File: config.mk
export PLATFORM = sky130hd
export DESIGN_NAME = gdrv_sequencer
export DESIGN_NICKNAME = d
export VERILOG_FILES = /design/src/rtl/gdrv_pkg.sv /design/src/rtl/gdrv_sync.sv /design/src/rtl/gdrv_blank_timer.sv /design/src/rtl/gdrv_phase_ctrl.sv /design/src/rtl/gdrv_sequencer.sv
export SDC_FILE = /design/constraint.sdc
export NUM_CORES = 1
export LEC_CHECK = 0
export BUFFER_PORTS_ARGS = -buffer_cell sky130_fd_sc_hd__buf_4
export CORE_MARGIN = 2
export CORE_UTILIZATION = 40
export CTS_CLUSTER_DIAMETER = 120
export DETAILED_ROUTE_END_ITERATION = 16
export PLACE_DENSITY = 0.66
export SYNTH_ARGS = -nofsm -noshare
export SYNTH_HDL_FRONTEND = slang
export SYNTH_SLANG_ARGS = --single-unit
File: constraint.sdc
create_clock -name clk -period 5.4 [get_ports clk]
set_input_delay 1.62 -clock clk [delete_from_list [all_inputs] [get_ports clk]]
set_output_delay 1.62 -clock clk [all_outputs]
set_load 0.02 [all_outputs]
File: src/rtl/gdrv_pkg.sv
package gdrv_pkg;

  typedef enum logic [2:0] {
    ST_IDLE  = 3'd0,
    ST_PLAT  = 3'd1,
    ST_FULL  = 3'd2,
    ST_FAULT = 3'd3,
    ST_LOCK  = 3'd4
  } seq_state_t;

  typedef enum logic [1:0] {
    LVL_OFF   = 2'b00,
    LVL_CLAMP = 2'b01,
    LVL_FULL  = 2'b10
  } drive_code_t;

  function automatic int unsigned max3(input int unsigned a, input int unsigned b,
                                       input int unsigned c);
    int unsigned m;
    m = (a > b) ? a : b;
    return (m > c) ? m : c;
  endfunction

endpackage

File: src/rtl/gdrv_sync.sv
module gdrv_sync #(
  parameter int unsigned        WIDTH   = 3,
  parameter int unsigned        STAGES  = 2,
  parameter logic [WIDTH-1:0]   RST_VAL = '0
) (
  input  logic             clk,
  input  logic             rst_n,
  input  logic [WIDTH-1:0] async_in,
  output logic [WIDTH-1:0] sync_out
);

  logic [WIDTH-1:0] stage_q [STAGES];

  genvar g;
  generate
    for (g = 0; g < STAGES; g++) begin : g_stage
      always_ff @(posedge clk or negedge rst_n) begin
        if (!rst_n) begin
          stage_q[g] <= RST_VAL;
        end else if (g == 0) begin
          stage_q[g] <= async_in;
        end else begin
          stage_q[g] <= stage_q[(g == 0) ? 0 : g-1];
        end
      end
    end
  endgenerate

  assign sync_out = stage_q[STAGES-1];

endmodule

File: src/rtl/gdrv_blank_timer.sv
module gdrv_blank_timer #(
  parameter int unsigned TB_CYC = 10
) (
  input  logic clk,
  input  logic rst_n,
  input  logic restart,
  output logic expired
);

  localparam int unsigned CW = $clog2(TB_CYC + 1);

  logic [CW-1:0] cnt_q;

  always_ff @(posedge clk or negedge rst_n) begin
    if (!rst_n) begin
      cnt_q <= CW'(TB_CYC);
    end else if (restart) begin
      cnt_q <= '0;
    end else if (cnt_q != CW'(TB_CYC)) begin
      cnt_q <= cnt_q + 1'b1;
    end
  end

  assign expired = (cnt_q == CW'(TB_CYC));

endmodule

File: src/rtl/gdrv_phase_ctrl.sv
module gdrv_phase_ctrl
  import gdrv_pkg::*;
#(
  parameter int unsigned TP_CYC   = 3,
  parameter int unsigned TF_CYC   = 6,
  parameter int unsigned LOCK_CYC = 20
) (
  input  logic       clk,
  input  logic       rst_n,
  input  logic       cmd_on,
  input  logic       inhibit,
  input  logic       desat_s,
  input  logic       blank_done,
  output seq_state_t state,
  output logic       turn_on_start
);

  localparam int unsigned MAXC = max3(TP_CYC, TF_CYC, LOCK_CYC);
  localparam int unsigned CW   = $clog2(MAXC + 1);

  seq_state_t    state_q, state_d;
  logic [CW-1:0] phase_q;
  logic          timed;

  always_comb begin
    state_d = state_q;
    unique case (state_q)
      ST_IDLE: begin
        if (cmd_on && !inhibit) state_d = ST_PLAT;
      end
      ST_PLAT: begin
        if (inhibit || !cmd_on)              state_d = ST_IDLE;
        else if (phase_q == CW'(TP_CYC - 1)) state_d = ST_FULL;
      end
      ST_FULL: begin
        if (inhibit || !cmd_on)          state_d = ST_IDLE;
        else if (desat_s && blank_done)  state_d = ST_FAULT;
      end
      ST_FAULT: begin
        if (inhibit || !cmd_on)              state_d = ST_IDLE;
        else if (phase_q == CW'(TF_CYC - 1)) state_d = desat_s ? ST_LOCK : ST_FULL;
      end
      ST_LOCK: begin
        if (phase_q == CW'(LOCK_CYC - 1)) state_d = ST_IDLE;
      end
      default: state_d = ST_IDLE;
    endcase
  end

  assign timed = (state_q == ST_PLAT) || (state_q == ST_FAULT) || (state_q == ST_LOCK);

  always_ff @(posedge clk or negedge rst_n) begin
    if (!rst_n) begin
      state_q <= ST_IDLE;
      phase_q <= '0;
    end else begin
      state_q <= state_d;
      if (state_d != state_q)  phase_q <= '0;
      else if (timed)          phase_q <= phase_q + 1'b1;
    end
  end

  assign state         = state_q;
  assign turn_on_start = (state_q == ST_IDLE) && (state_d == ST_PLAT);

endmodule

File: src/rtl/gdrv_sequencer.sv
module gdrv_sequencer
  import gdrv_pkg::*;
#(
  parameter int unsigned TP_CYC    = 50,
  parameter int unsigned TB_CYC    = 250,
  parameter int unsigned TF_CYC    = 50,
  parameter int unsigned LOCK_CYC  = 1250,
  parameter int unsigned SYNC_STG  = 2
) (
  input  logic       clk,
  input  logic       rst_n,
  input  logic       cmd_on,
  input  logic       en_n,
  input  logic       desat,
  input  logic       uvlo,
  output logic [1:0] drive_lvl,
  output logic       fault_reply
);

  localparam int unsigned NSYNC = 3;

  logic [NSYNC-1:0] raw_in, sync_in;
  logic             desat_s, en_n_s, uvlo_s, inhibit;
  logic             blank_done, turn_on_start;
  seq_state_t       state;
  drive_code_t      lvl;

  assign raw_in = {uvlo, en_n, desat};

  gdrv_sync #(
    .WIDTH  (NSYNC),
    .STAGES (SYNC_STG),
    .RST_VAL(3'b110)
  ) u_sync (
    .clk     (clk),
    .rst_n   (rst_n),
    .async_in(raw_in),
    .sync_out(sync_in)
  );

  assign desat_s = sync_in[0];
  assign en_n_s  = sync_in[1];
  assign uvlo_s  = sync_in[2];
  assign inhibit = en_n_s | uvlo_s;

  gdrv_blank_timer #(
    .TB_CYC(TB_CYC)
  ) u_blank (
    .clk    (clk),
    .rst_n  (rst_n),
    .restart(turn_on_start),
    .expired(blank_done)
  );

  gdrv_phase_ctrl #(
    .TP_CYC  (TP_CYC),
    .TF_CYC  (TF_CYC),
    .LOCK_CYC(LOCK_CYC)
  ) u_ctrl (
    .clk          (clk),
    .rst_n        (rst_n),
    .cmd_on       (cmd_on),
    .inhibit      (inhibit),
    .desat_s      (desat_s),
    .blank_done   (blank_done),
    .state        (state),
    .turn_on_start(turn_on_start)
  );

  always_comb begin
    unique case (state)
      ST_PLAT, ST_FAULT: lvl = LVL_CLAMP;
      ST_FULL:           lvl = LVL_FULL;
      default:           lvl = LVL_OFF;
    endcase
  end

  assign drive_lvl   = lvl;
  assign fault_reply = (state == ST_FAULT) || (state == ST_LOCK);

endmodule

Yosys cells after proc, flatten, opt, wreduce, memory -nomap -nowiden --
Index checks and enable logic that the tools add are counted.
Storage, ports and cells: bits in registers 28, input port bits 6, output and inout bits 3, word-level logic and storage cells 46
Operators by class: add/subtract/negate cells 2, equality and inequality tests 10, mux-type cells 15, bitwise logic cells 1, reduce and logical (&&, ||, !) cells 13
Operators with widths (number):
- two-way mux 3 bit | 9
- two-way mux 11 bit | 2
- two-way mux 8 bit | 2
- one-hot mux 3 bit (5 select lines) | 1
- adder 11 x 1 -> 11 bit (second input constant) | 1
- == test 11 bit (second input constant) | 1
- == test 11 x 6 -> 1 bit (second input constant) | 1
- adder 8 x 1 -> 8 bit (second input constant) | 1
- == test 8 bit (second input constant) | 1
- != test 8 bit (second input constant) | 1
- == test 3 x 1 -> 1 bit (second input constant) | 2
- == test 3 x 2 -> 1 bit (second input constant) | 2
- logical OR 1 bit | 4
- one-hot mux 2 bit (2 select lines) | 1
- nonzero test 2 bit | 2
- == test 3 bit (second input constant) | 1
- logical AND 1 bit | 3
- logical NOT 3 bit | 1
- != test 3 bit | 1
- logical NOT 1 bit | 2
- OR reduction 2 bit | 1
- OR 1 bit | 1

Longest topological paths before layout --
word-level depth 8, depth in mapped cells 7

Hierarchy --
From an unflattened synthesis, not the netlist that was laid out.
Unflattened totals: cells, all modules 142, area total of the unflattened synthesis 1527.7 µm²
By module, submodules not included:
- gdrv_phase_ctrl | times used 1, cells an instance 84, area each 889.6 µm²
- gdrv_blank_timer | times used 1, cells an instance 43, area each 424.2 µm²
- gdrv_sync | times used 1, cells an instance 9, area each 177.7 µm²
- gdrv_sequencer | times used 1, cells an instance 6, area each 36.3 µm²

Worst setup path before layout --
OpenSTA, ideal clock, no wires.
kind input to register, start point input cmd_on, end point register u_ctrl.phase_q[0], arrival 2.954 ns, required time 5.314 ns, slack 2.360 ns, stages on the path 6, cells stage by stage or4b_1 -> clkbuf_2 -> xnor2_1 -> o32a_1 -> buf_6 -> nor3_1
Between the ends: word-level cells in the longest chain between the ends 6, elaborated cells on any way between the ends 11, classes of those cells eq/ne: 1; mux: 6; reduce/logical: 4
RTL lines:
- start: declaration | line gdrv_sequencer.sv:12 | input logic cmd_on,
- logical NOT 1 bit | line gdrv_phase_ctrl.sv:32, gdrv_phase_ctrl.sv:36, gdrv_phase_ctrl.sv:40
- logical OR 1 bit | line gdrv_phase_ctrl.sv:32, gdrv_phase_ctrl.sv:36, gdrv_phase_ctrl.sv:40
- two-way mux 3 bit (on tied branches) | line gdrv_phase_ctrl.sv:40, gdrv_phase_ctrl.sv:32, gdrv_phase_ctrl.sv:36
- one-hot mux 3 bit (5 select lines) * | line gdrv_phase_ctrl.sv:27 | unique case (state_q)
- != test 3 bit * | line gdrv_phase_ctrl.sv:58 | if (state_d != state_q) phase_q <= '0;
- two-way mux 11 bit or nonzero test 2 bit (tied branches)
- end signal: assignment | line gdrv_phase_ctrl.sv:59 | else if (timed) phase_q <= phase_q + 1'b1;
- end: declaration | line gdrv_phase_ctrl.sv:22 | logic [CW-1:0] phase_q;
Mark *: on every way between the ends. The rest lies on a longest branch, timed or not. A chain may end at the register's enable or synchronous reset.

Worst setup path in the final report --
start point register u_ctrl.state_q[0] (netlist: u_ctrl.state[0]), end point output fault_reply
Between the ends: word-level cells in the longest chain between the ends 2, elaborated cells on any way between the ends 3, classes of those cells eq/ne: 2; reduce/logical: 1
RTL lines:
- start: declaration | line gdrv_phase_ctrl.sv:21 | seq_state_t state_q, state_d;
- start signal: assignment | line gdrv_phase_ctrl.sv:57 | state_q <= state_d;
- == test 3 x 2 -> 1 bit or == test 3 bit (tied branches) | line gdrv_sequencer.sv:79 | assign fault_reply = (state == ST_FAULT) || (state == ST_LOCK);
- logical OR 1 bit * | line gdrv_sequencer.sv:79
- end: declaration | line gdrv_sequencer.sv:17 | output logic fault_reply
Marked as above.

==> summary.txt <==
Status
  – Status: completed

Synth
  – Synth Register Bits: 28
  – Post-synth cell types: 39
  – Net count after synthesis: 147
  – Mapped Area: ~1500 sq um
  – Primary FF master, synth: dfrtp_1
  – Number of synthesized flops with an enable pin: 0
  – Post-synth ARST share: 1.000
  – Ys Warns: 0
  – Syn Inst Count: ~140
  – Synth top area share: 0.3101
  – Top-count cell post-synth: dfrtp_1
  – Post-synth top cells: dfrtp_1 (18), nor2_1 (13), dfstp_2 (10), xor2_1 (10), nor3_1 (9)
  – Leading post-synthesis cells by cell area: dfrtp_1 (31%), dfstp_2 (18%), xor2_1 (6.0%)
  – Register area share after synthesis: 0.4910
  – Synth area leader: dfrtp_1
  – Mean post-synth cell area: about 11 sq um

Die
  – Die ar.: 4129 sq um
  – Core area: 3416 sq um
  – Row Count: 21
  – Initial Util: 0.4253
  – I/O pins: 9
  – Die H: ~64 um
  – Die Wd: 64.26 um

Clocking
  – CTS Hold Bufs: 0
  – Max Buffers Root-to-Sink: 2
  – Worst-Skew Late Latency: roughly 0.33 ns
  – CTS Buf Count: 3
  – CTS Root Buffer Type: clkbuf_4
  – Clock-pin slew on the worst setup and hold paths: 0.15 ns
  – Post-CTS Setup Bufs: 0
  – CTS HTree Levels: 1
  – Post-cts resize count: 0
  – TritonCTS clock tree: built
  – CTS sink count: 28

Power
  – Logic pwr share: 0.135
  – Sw Pwr: 0.1159 mW
  – PwrDens: 295.8 nW/um^2
  – Switching share of power: 0.2487
  – Peak supply drop: 0.1487 mV
  – Flop pwr share: 0.571
  – Pint: around 0.35 mW
  – Leak Pwr: 0.6464 nW
  – Design Power: 0.4660 mW
  – Clk pwr share: 0.294

Placement
  – IO buf count: 8
  – Placement Cell Area: ~1500 sq um
  – HPWL after DPL: roughly 1800 um
  – Placed cell count: 184
  – Routability-driven placement congestion ratio: roughly 0.84

Route
  – Wire length per cell: between 10 and 15 um
  – Vias: approximately 1100
  – Drt drc: 0
  – DRT Wirelength: roughly 2500 um
  – Detailed Route Iter0 Violations: 26
  – Via/cell ratio: 5.697
  – Drt pass-1 iters: 4
  – ANT nets after route: 0

Timing
  – Max frequency: slightly below 300 MHz
  – Final TNS setup: 0 ns
  – Final Cycle Share: 0.6288
  – Fin. max-slew vios: 0
  – Final-report setup violation count: 0
  – Clock Skew: between 0.005 and 0.006 ns
  – Final Hold Fails: 0
  – Min Tclk post-route: 3.395 ns
  – Slew headroom: 0.4351
  – Tightest Pin Transition: 0.8408 ns
  – RSZ-0062 raised after global routing: no

Final layout
  – Final net count: 153
  – Finished Layout Cells: 188
  – ANT cells: 0
  – Synth-to-layout area growth: 8.441%
  – Final core occ: 0.4612
  – Share of cells above drive strength 1: 0.1972
  – Final Instance Area: 1575 sq um

Run
  – Max-cap violations: 0

Global routing
  – First-pass GRT wire length: 4333 um
  – Vias in the first global route: 997
  – Initial antenna violation count: 0
  – Grt ovf: 0
  – GR Util All Layers: 0.1321
  – Largest net degree at the start of global routing: 29

Worst setup path
  – Crit path max fanout: 11
  – Crit path DAT: 1.78 ns
  – Worst EP required: 3.78 ns
  – Worst setup SP type: flip-flop
  – Crit Path Class: reg2out
  – CP endpoint kind: output port

Worst hold path
  – Hold crit path type: reg2reg
## worst paths after layout
| check | cells after the start | end | slack [ns] | from |
|---|---|---|---|---|
| worst min-delay path | 0 | u_sync.sync_out[1]$_DFF_PN1_ | 0.36 | u_sync.stage_q[4]$_DFF_PN1_ |
| worst min register to register | 0 | u_sync.sync_out[1]$_DFF_PN1_ | 0.36 | u_sync.stage_q[4]$_DFF_PN1_ |
| worst max-delay path | 3 | fault_reply | 2.00 | u_ctrl.state[0]$_DFF_PN0_ |
| max in group asynchronous | 1 | u_blank.cnt_q[6]$_DFFE_PN1P_ | 3.94 | rst_n |
| worst max register to register | 6 | u_ctrl.phase_q[10]$_DFFE_PN0P_ | 3.18 | u_ctrl.phase_q[1]$_DFFE_PN0P_ |
| min in group asynchronous | 1 | u_ctrl.phase_q[1]$_DFFE_PN0P_ | 1.16 | rst_n |
## state kept, by name, summed over array words and instances, names as in the netlist
register         flops
u_blank.cnt_q        8
u_ctrl.phase_q      11
u_ctrl.state         3
u_sync.stage_q       3
u_sync.sync_out      3
## worst max-delay path: stages, from the launching register on
cell,delay (ns)
dfrtp_1,0.49
nor2b_1,0.61
a21o_1,0.22
buf_4,0.13
## final cells by class
type                            instances  area [sq um]
Sequential cell                        28         713.2
Tap cell                               46         57.56
Clock buffer                            3         22.52
Multi-Input combinational cell         98         676.9
Clock inverter                          1         30.03
Timing Repair Buffer                    8         60.06
Inverter                                4         15.01
Fill cell                             328          1841
## routing by layer
layer	vias up	global-route usage	routed length, um
li1	504	-	-
met1	528	0.1676	1182
met5	-	0	0
met2	32	0.2214	1205
met4	0	0.05319	44
met3	7	0.02465	86
## logic make-up after synthesis
logic type,after synthesis,share of synthesized area
xor+xnor,14,0.08440
flops,28,0.4910
compound gates,21,0.1034
buf+inv,11,0.04307
simple gates,56,0.2214
mux,3,0.02239
fa+ha+maj,4,0.03445
## stage by stage
step           setup WS (ns)  hold WS (ns)
6_report               2.005        0.3636
5_1_grt                1.873        0.3768
4_1_cts                2.009        0.3709
3_5_place_dp           2.064        0.3395
3_3_place_gp           2.153        0.3357
2_1_floorplan          2.360        0.3312
## power groups by stage
stage	Combinational [mW]	Sequential, mW	Clock, mW
2_1_floorplan	0.0512	0.263	0
3_3_place_gp	0.0614	0.267	0
3_5_place_dp	0.0637	0.270	0
4_1_cts	0.0639	0.266	0.140
5_1_grt	0.0721	0.271	0.149
6_report	0.0631	0.266	0.137
## layout by cell type, fill, tap and decap left out, types with 2 or more instances in the layout
cell / n
nand2_1: 6
xnor2_1: 4
buf_4: 8
or3_1: 4
mux2_2: 2
clkbuf_4: 3
nand3_1: 3
ha_1: 4
o21ai_0: 5
xor2_1: 10
inv_1: 4
nor2_1: 13
dfrtp_1: 18
nand3b_1: 2
and2_1: 2
and3_1: 2
nor2b_1: 3
nor4_1: 2
a21oi_1: 4
nor3_1: 9
o2111ai_1: 5
o211ai_1: 2
dfstp_2: 10
and4_1: 3
Power figures use the tool's default switching activity.
